--- src/rtl/uctl_pkg.sv ---
package uctl_pkg;

  typedef struct packed {
    logic e;
    logic f;
  } uctl_pair_t;

  localparam int unsigned UCTL_PATHS = 2;
  localparam int unsigned UCTL_TX    = 0;
  localparam int unsigned UCTL_RX    = 1;

endpackage

--- src/rtl/uctl_rst_sync.sv ---
module uctl_rst_sync #(
  parameter int unsigned STAGES = 2
) (
  input  logic clk,
  input  logic rst_n,
  output logic rst_core_n
);

  logic [STAGES-1:0] chain_q;
  logic [STAGES-1:0] chain_d;

  always_comb begin
    chain_d = {chain_q[STAGES-2:0], 1'b1};
  end

  always_ff @(posedge clk or negedge rst_n) begin
    if (!rst_n) begin
      chain_q <= '0;
    end else begin
      chain_q <= chain_d;
    end
  end

  always_comb begin
    rst_core_n = chain_q[STAGES-1];
  end

endmodule

--- src/rtl/uctl_vs_window.sv ---
module uctl_vs_window (
  input  logic clk,
  input  logic rst_n,
  input  logic en,
  input  logic vs,
  output logic hist,
  output logic strobe
);

  logic hist_d;

  always_comb begin
    hist_d = hist;
    if (en) begin
      hist_d = vs;
    end
  end

  always_ff @(posedge clk or negedge rst_n) begin
    if (!rst_n) begin
      hist <= 1'b1;
    end else begin
      hist <= hist_d;
    end
  end

  // open window: low now, and already low at the previous enabled cycle
  always_comb begin
    strobe = en && !vs && !hist;
  end

endmodule

--- src/rtl/uctl_pair_hold.sv ---
module uctl_pair_hold
  import uctl_pkg::*;
(
  input  logic       clk,
  input  logic       rst_n,
  input  logic       load,
  input  uctl_pair_t d,
  output uctl_pair_t q
);

  uctl_pair_t q_d;

  always_comb begin
    q_d = q;
    if (load) begin
      q_d = d;
    end
  end

  always_ff @(posedge clk or negedge rst_n) begin
    if (!rst_n) begin
      q <= '0;
    end else begin
      q <= q_d;
    end
  end

endmodule

--- src/rtl/uctl_blank_capture.sv ---
module uctl_blank_capture
  import uctl_pkg::*;
#(
  parameter int unsigned BLUE_W      = 8,
  parameter int unsigned E_POS       = 7,
  parameter int unsigned F_POS       = 6,
  parameter int unsigned SYNC_STAGES = 2
) (
  input  logic              clk,
  input  logic              rst_n,
  input  logic              pix_en,
  input  logic              mode_dual,
  input  logic              mode_dcbal,
  input  logic              vsync,
  input  logic              de,
  input  logic [BLUE_W-1:0] blue2_in,
  output logic              lane_ins_en,
  output logic [1:0]        lane_ins_bits,
  output logic              ctl_e,
  output logic              ctl_f,
  input  logic              rx_vsync,
  input  logic              rx_de,
  input  logic              rx_lane4,
  input  logic              rx_lane5,
  output logic              rx_ctl_e,
  output logic              rx_ctl_f
);

  localparam int unsigned NP = UCTL_PATHS;

  logic rst_core_n;
  logic mode_on;
  logic unused_blue;

  logic [NP-1:0] vs_arr;
  logic [NP-1:0] gap_arr;
  logic [NP-1:0] win_hist;
  logic [NP-1:0] win_strobe;
  logic [NP-1:0] load_arr;
  uctl_pair_t    pair_d [NP];
  uctl_pair_t    pair_q [NP];

  logic tx_hist;
  logic rx_hist;

  uctl_rst_sync #(.STAGES(SYNC_STAGES)) u_rst (
    .clk        (clk),
    .rst_n      (rst_n),
    .rst_core_n (rst_core_n)
  );

  always_comb begin
    mode_on     = mode_dual && mode_dcbal;
    unused_blue = ^blue2_in;
  end

  // path sources: transmit samples every window cycle, receive only in blanking
  always_comb begin
    vs_arr[UCTL_TX]   = vsync;
    vs_arr[UCTL_RX]   = rx_vsync;
    gap_arr[UCTL_TX]  = 1'b1;
    gap_arr[UCTL_RX]  = !rx_de;
    pair_d[UCTL_TX].e = blue2_in[E_POS];
    pair_d[UCTL_TX].f = blue2_in[F_POS];
    pair_d[UCTL_RX].e = rx_lane4;
    pair_d[UCTL_RX].f = rx_lane5;
  end

  for (genvar g = 0; g < NP; g++) begin : g_path
    uctl_vs_window u_win (
      .clk    (clk),
      .rst_n  (rst_core_n),
      .en     (pix_en),
      .vs     (vs_arr[g]),
      .hist   (win_hist[g]),
      .strobe (win_strobe[g])
    );

    always_comb begin
      load_arr[g] = mode_on && win_strobe[g] && gap_arr[g];
    end

    uctl_pair_hold u_hold (
      .clk   (clk),
      .rst_n (rst_core_n),
      .load  (load_arr[g]),
      .d     (pair_d[g]),
      .q     (pair_q[g])
    );
  end

  always_comb begin
    tx_hist       = win_hist[UCTL_TX];
    rx_hist       = win_hist[UCTL_RX];
    ctl_e         = mode_on && pair_q[UCTL_TX].e;
    ctl_f         = mode_on && pair_q[UCTL_TX].f;
    rx_ctl_e      = mode_on && pair_q[UCTL_RX].e;
    rx_ctl_f      = mode_on && pair_q[UCTL_RX].f;
    lane_ins_en   = mode_on && !de;
    lane_ins_bits = lane_ins_en ? {pair_q[UCTL_TX].f, pair_q[UCTL_TX].e} : 2'b00;
  end

endmodule

--- config.mk ---
export PLATFORM = sky130hd
export DESIGN_NAME = uctl_blank_capture
export DESIGN_NICKNAME = d
export VERILOG_FILES = /design/src/rtl/uctl_pkg.sv /design/src/rtl/uctl_rst_sync.sv /design/src/rtl/uctl_vs_window.sv /design/src/rtl/uctl_pair_hold.sv /design/src/rtl/uctl_blank_capture.sv
export SDC_FILE = /design/constraint.sdc
export NUM_CORES = 1
export LEC_CHECK = 0
export ABC_AREA = 1
export BUFFER_PORTS_ARGS = -buffer_cell sky130_fd_sc_hd__buf_2
export CAP_MARGIN = 5
export CORE_AREA = 5 5 42 44
export DETAILED_ROUTE_END_ITERATION = 7
export DIE_AREA = 0 0 47 49
export SETUP_SLACK_MARGIN = 0.02
export SYNTH_ARGS = -nofsm -noshare
export SYNTH_HDL_FRONTEND = slang
export SYNTH_SLANG_ARGS = --single-unit
--- constraint.sdc ---
create_clock -name clk -period 0.8 [get_ports clk]
set_input_delay 0.16 -clock clk [delete_from_list [all_inputs] [get_ports clk]]
set_output_delay 0.16 -clock clk [all_outputs]
set_load 0.02 [all_outputs]
==> summary.md <==
• ANT cells: 0
• maximum vdd ir drop: 0.000956 V
• via density per instance: 4.12
• die boundary width: 47 µm
• total clock buffers created by CTS: 3
• number of DRC markers in iteration 0: 3
• placer's final routability congestion estimate: 0.643
• total grt overflow: 0
• cell depth of the worst flop-to-flop path: 4
• Clk pin slew, worst setup/hold paths: 0.06 ns
• RSZ-0062 raised after global routing: true
• violated checks: negative setup slack
• Worst Clk Skew: 0.00422 ns
• number of optimization iterations in the first detailed-route pass: 2
• post-layout worst setup margin: -0.273 ns
• cell chosen for the clock root: sky130_fd_sc_hd__clkbuf_4
• Avg WL per Cell: 9.03 µm
• maximum number of pins on one net before global-route repair: 9
• post-synth design cell area: 402 µm²
• biggest area contributors in the synthesized netlist: sky130_fd_sc_hd__dfrtp_1 37%, sky130_fd_sc_hd__dfstp_2 13%, sky130_fd_sc_hd__nor2_1 9.3%, sky130_fd_sc_hd__nand2_1 8.4%, sky130_fd_sc_hd__nor2_4 8.4%
• register-to-register setup slack: -0.03 ns
• Worst setup startpoint: g_path[0].u_hold.q[1]
• wire length of the first global-routing pass: 1.30 mm
• type of element launching the critical path: register
• post-synthesis net count: 67
• Reg-to-Reg Start: g_path[1].u_win.hist
• number of antenna violations at the first check in global routing: 0
• Final Max Slew Viols: 0
• PD cells: 1690 mW/mm²
• data required time of the worst path: 0.64 ns
• Worst Hold Class: reg -> async
• deepest clock path buffer count: 2
• count of different cell masters after synthesis: 14
• count of flip-flops with a built-in enable after synthesis: 0
• Cells after DPL: 84
• Max FO, Critical Path: 2
• Pleak: 0.340 nW
• P&R area growth vs syn: 75.4%
• maximum clock frequency: 932 MHz
• clock network latency to the later pin of the worst-skew pair: 0.25 ns
• worst stage delay on the critical path: 0.35 ns
• I/O pin cnt: 26
• dominant cell by count in the synthesized netlist: sky130_fd_sc_hd__nor2_1
• vias in the first global route: 362
• instance area after placement: 559 µm²
• post-route cell area: 704 µm²
• clock tree from TritonCTS: done
• Async S/R FF share, synth: 100%
• Worst Setup Path Type: reg -> out
• count of standard-cell rows: 14
• result of the run: finished, violations left
• post-layout util: 50.3%
• final cycle utilization of the critical path: 134%
• vertical extent of the die: 49 µm
• GRT Overall Usage: 8.25%
• cell taking the most area after synthesis: sky130_fd_sc_hd__dfrtp_1
• share of final-layout standard cells stronger than drive strength 1: 70.1%
• vias: 383
• average cell area after synthesis: 8.37 µm²
• commonest cells in the synthesized netlist: 10 x sky130_fd_sc_hd__nor2_1, 9 x sky130_fd_sc_hd__nand2_1, 6 x sky130_fd_sc_hd__dfrtp_1, 6 x sky130_fd_sc_hd__inv_1, 4 x sky130_fd_sc_hd__nand3_1
• max-cap violations: 0
• total of warnings raised by yosys: 0
• arrival time of data at the critical path endpoint: 0.91 ns
• worst-path cell with the longest stage delay: sky130_fd_sc_hd__dfrtp_1
• DIE AREA: 0.00230 mm²
• area of the core: 0.00140 mm²
• number of setup violations in the final report: 10
• register bit count reported by yosys: 8
• starting density of the core: 28.7%
• prevailing post-synth register cell: sky130_fd_sc_hd__dfrtp_1
• detailed-route DRC error count: 0
• clock sink count: 8
• R2R Path End: g_path[1].u_hold.q[1]
• total of buffers placed on input and output ports: 19
• final std cells w/o fill: 93
• post-synthesis instance total: 48
• Detailed Place HPWL: 630 µm
• final-stage net count: 97
• ANT nets after route: 0
• Final Hold Vio Count: 0
• maximum level of the CTS H-tree: 1
• CP Cell Sequence: inv_2, nor3_4, buf_6
• kind of capture point of the worst setup path: output pin
• share of Yosys cell area claimed by the top area cell type: 37.4%
• fraction of the yosys area taken by sequential cells: 50.5%
• Tmin final: 1.07 ns
• routed wire length: 840 µm
[sequential cells by signal, summed over array words and instances (netlist names)]
| name | cells |
|---|---|
| g_path.u_win.hist | 2 |
| u_rst.chain_q | 2 |
| g_path.u_hold.q | 4 |
[per-stage QoR]
stage,hold slack [ns],setup WS (ns),setup TNS (ns),total power [mW]
4_1_cts,0.0968,-0.283,-1.60,1.20
5_1_grt,0.110,-0.329,-1.93,1.28
3_3_place_gp,-0.0527,-0.0837,-0.296,0.762
3_5_place_dp,-0.0517,-0.0902,-0.334,0.766
6_report,0.0875,-0.273,-1.53,1.19
2_1_floorplan,-0.136,-0.0165,-0.0289,0.668
[routing by layer]
layer | vias to the layer above | global-route usage, % | share of wire (%)
li1 | 202 | - | -
met1 | 158 | 8.16 | 37
met2 | 18 | 12.0 | 48
met3 | 5 | 4.43 | 12
met4 | 0 | 6.91 | 3.0
met5 | - | 0 | 0
[placed cells by master (no fill, tap or decap)]
cell and instances:
sky130_fd_sc_hd__nor3_4 2, sky130_fd_sc_hd__nand2_2 3, sky130_fd_sc_hd__conb_1 1, sky130_fd_sc_hd__nand3_1 1, sky130_fd_sc_hd__nor2_2 6, sky130_fd_sc_hd__dfrtp_1 6, sky130_fd_sc_hd__inv_1 2, sky130_fd_sc_hd__nor2_4 4
sky130_fd_sc_hd__nand3_2 4, sky130_fd_sc_hd__inv_2 5, sky130_fd_sc_hd__clkbuf_4 3, sky130_fd_sc_hd__nand2_8 1, sky130_fd_sc_hd__dlygate4sd3_1 1, sky130_fd_sc_hd__buf_4 7, sky130_fd_sc_hd__clkbuf_1 1, sky130_fd_sc_hd__buf_6 6
sky130_fd_sc_hd__dfstp_2 2, sky130_fd_sc_hd__nor2_1 4, sky130_fd_sc_hd__nand2_1 7, sky130_fd_sc_hd__buf_2 11
[cells by family (layout without fill, tap and decap cells)]
logic type	after synthesis	in the layout	share of synthesized area, %
buffers and inverters	7	36	6.54
flip-flops	8	8	50.5
other	1	1	0.934
AND/OR/NAND/NOR	32	32	42.1
[area by class of cell]
cell class                      instances  area [µm²]
Fill cell                             139         697
Multi-Input combinational cell         33         244
Sequential cell                         8         203
Timing Repair Buffer                   25         185
Clock buffer                            4        26.3
Inverter                                7        26.3
Tap cell                               16        20.0
[how the worst max path moves through the flow]
stage / end / slack (ns) / cells after the start
after floorplan: lane_ins_bits[1] / -0.02 / 2
after global placement: lane_ins_bits[0] / -0.08 / 3
after detailed placement: lane_ins_bits[0] / -0.09 / 3
after CTS: lane_ins_bits[0] / -0.28 / 3
after global routing: lane_ins_bits[1] / -0.33 / 3
final: lane_ins_bits[0] / -0.27 / 3
[critical path, delay by kind of cell, from the launching register on]
| kind | cells | cell delay [ns] |
|---|---|---|
| DFF | 1 | 0.35 |
| and+or+nand+nor | 1 | 0.11 |
| buffers and inverters | 2 | 0.20 |
[power by group]
group / total, mW / internal (mW) / switching, mW
registers: 0.514 / 0.470 / 0.0438
logic: 0.348 / 0.171 / 0.177
clock network: 0.330 / 0.191 / 0.139
total: 1.19 / 0.832 / 0.360
[timing repair]
item | CTS | global route
hold endpoints to repair | 2 | 0
endpoints found under the setup margin | 11 | 13
resized for setup | 19 | 6
pin swaps | 12 | 8
setup buffers | 5 | 3
hold buffers | 1 | 0
Note: power is estimated with default switching activity, not from simulation.
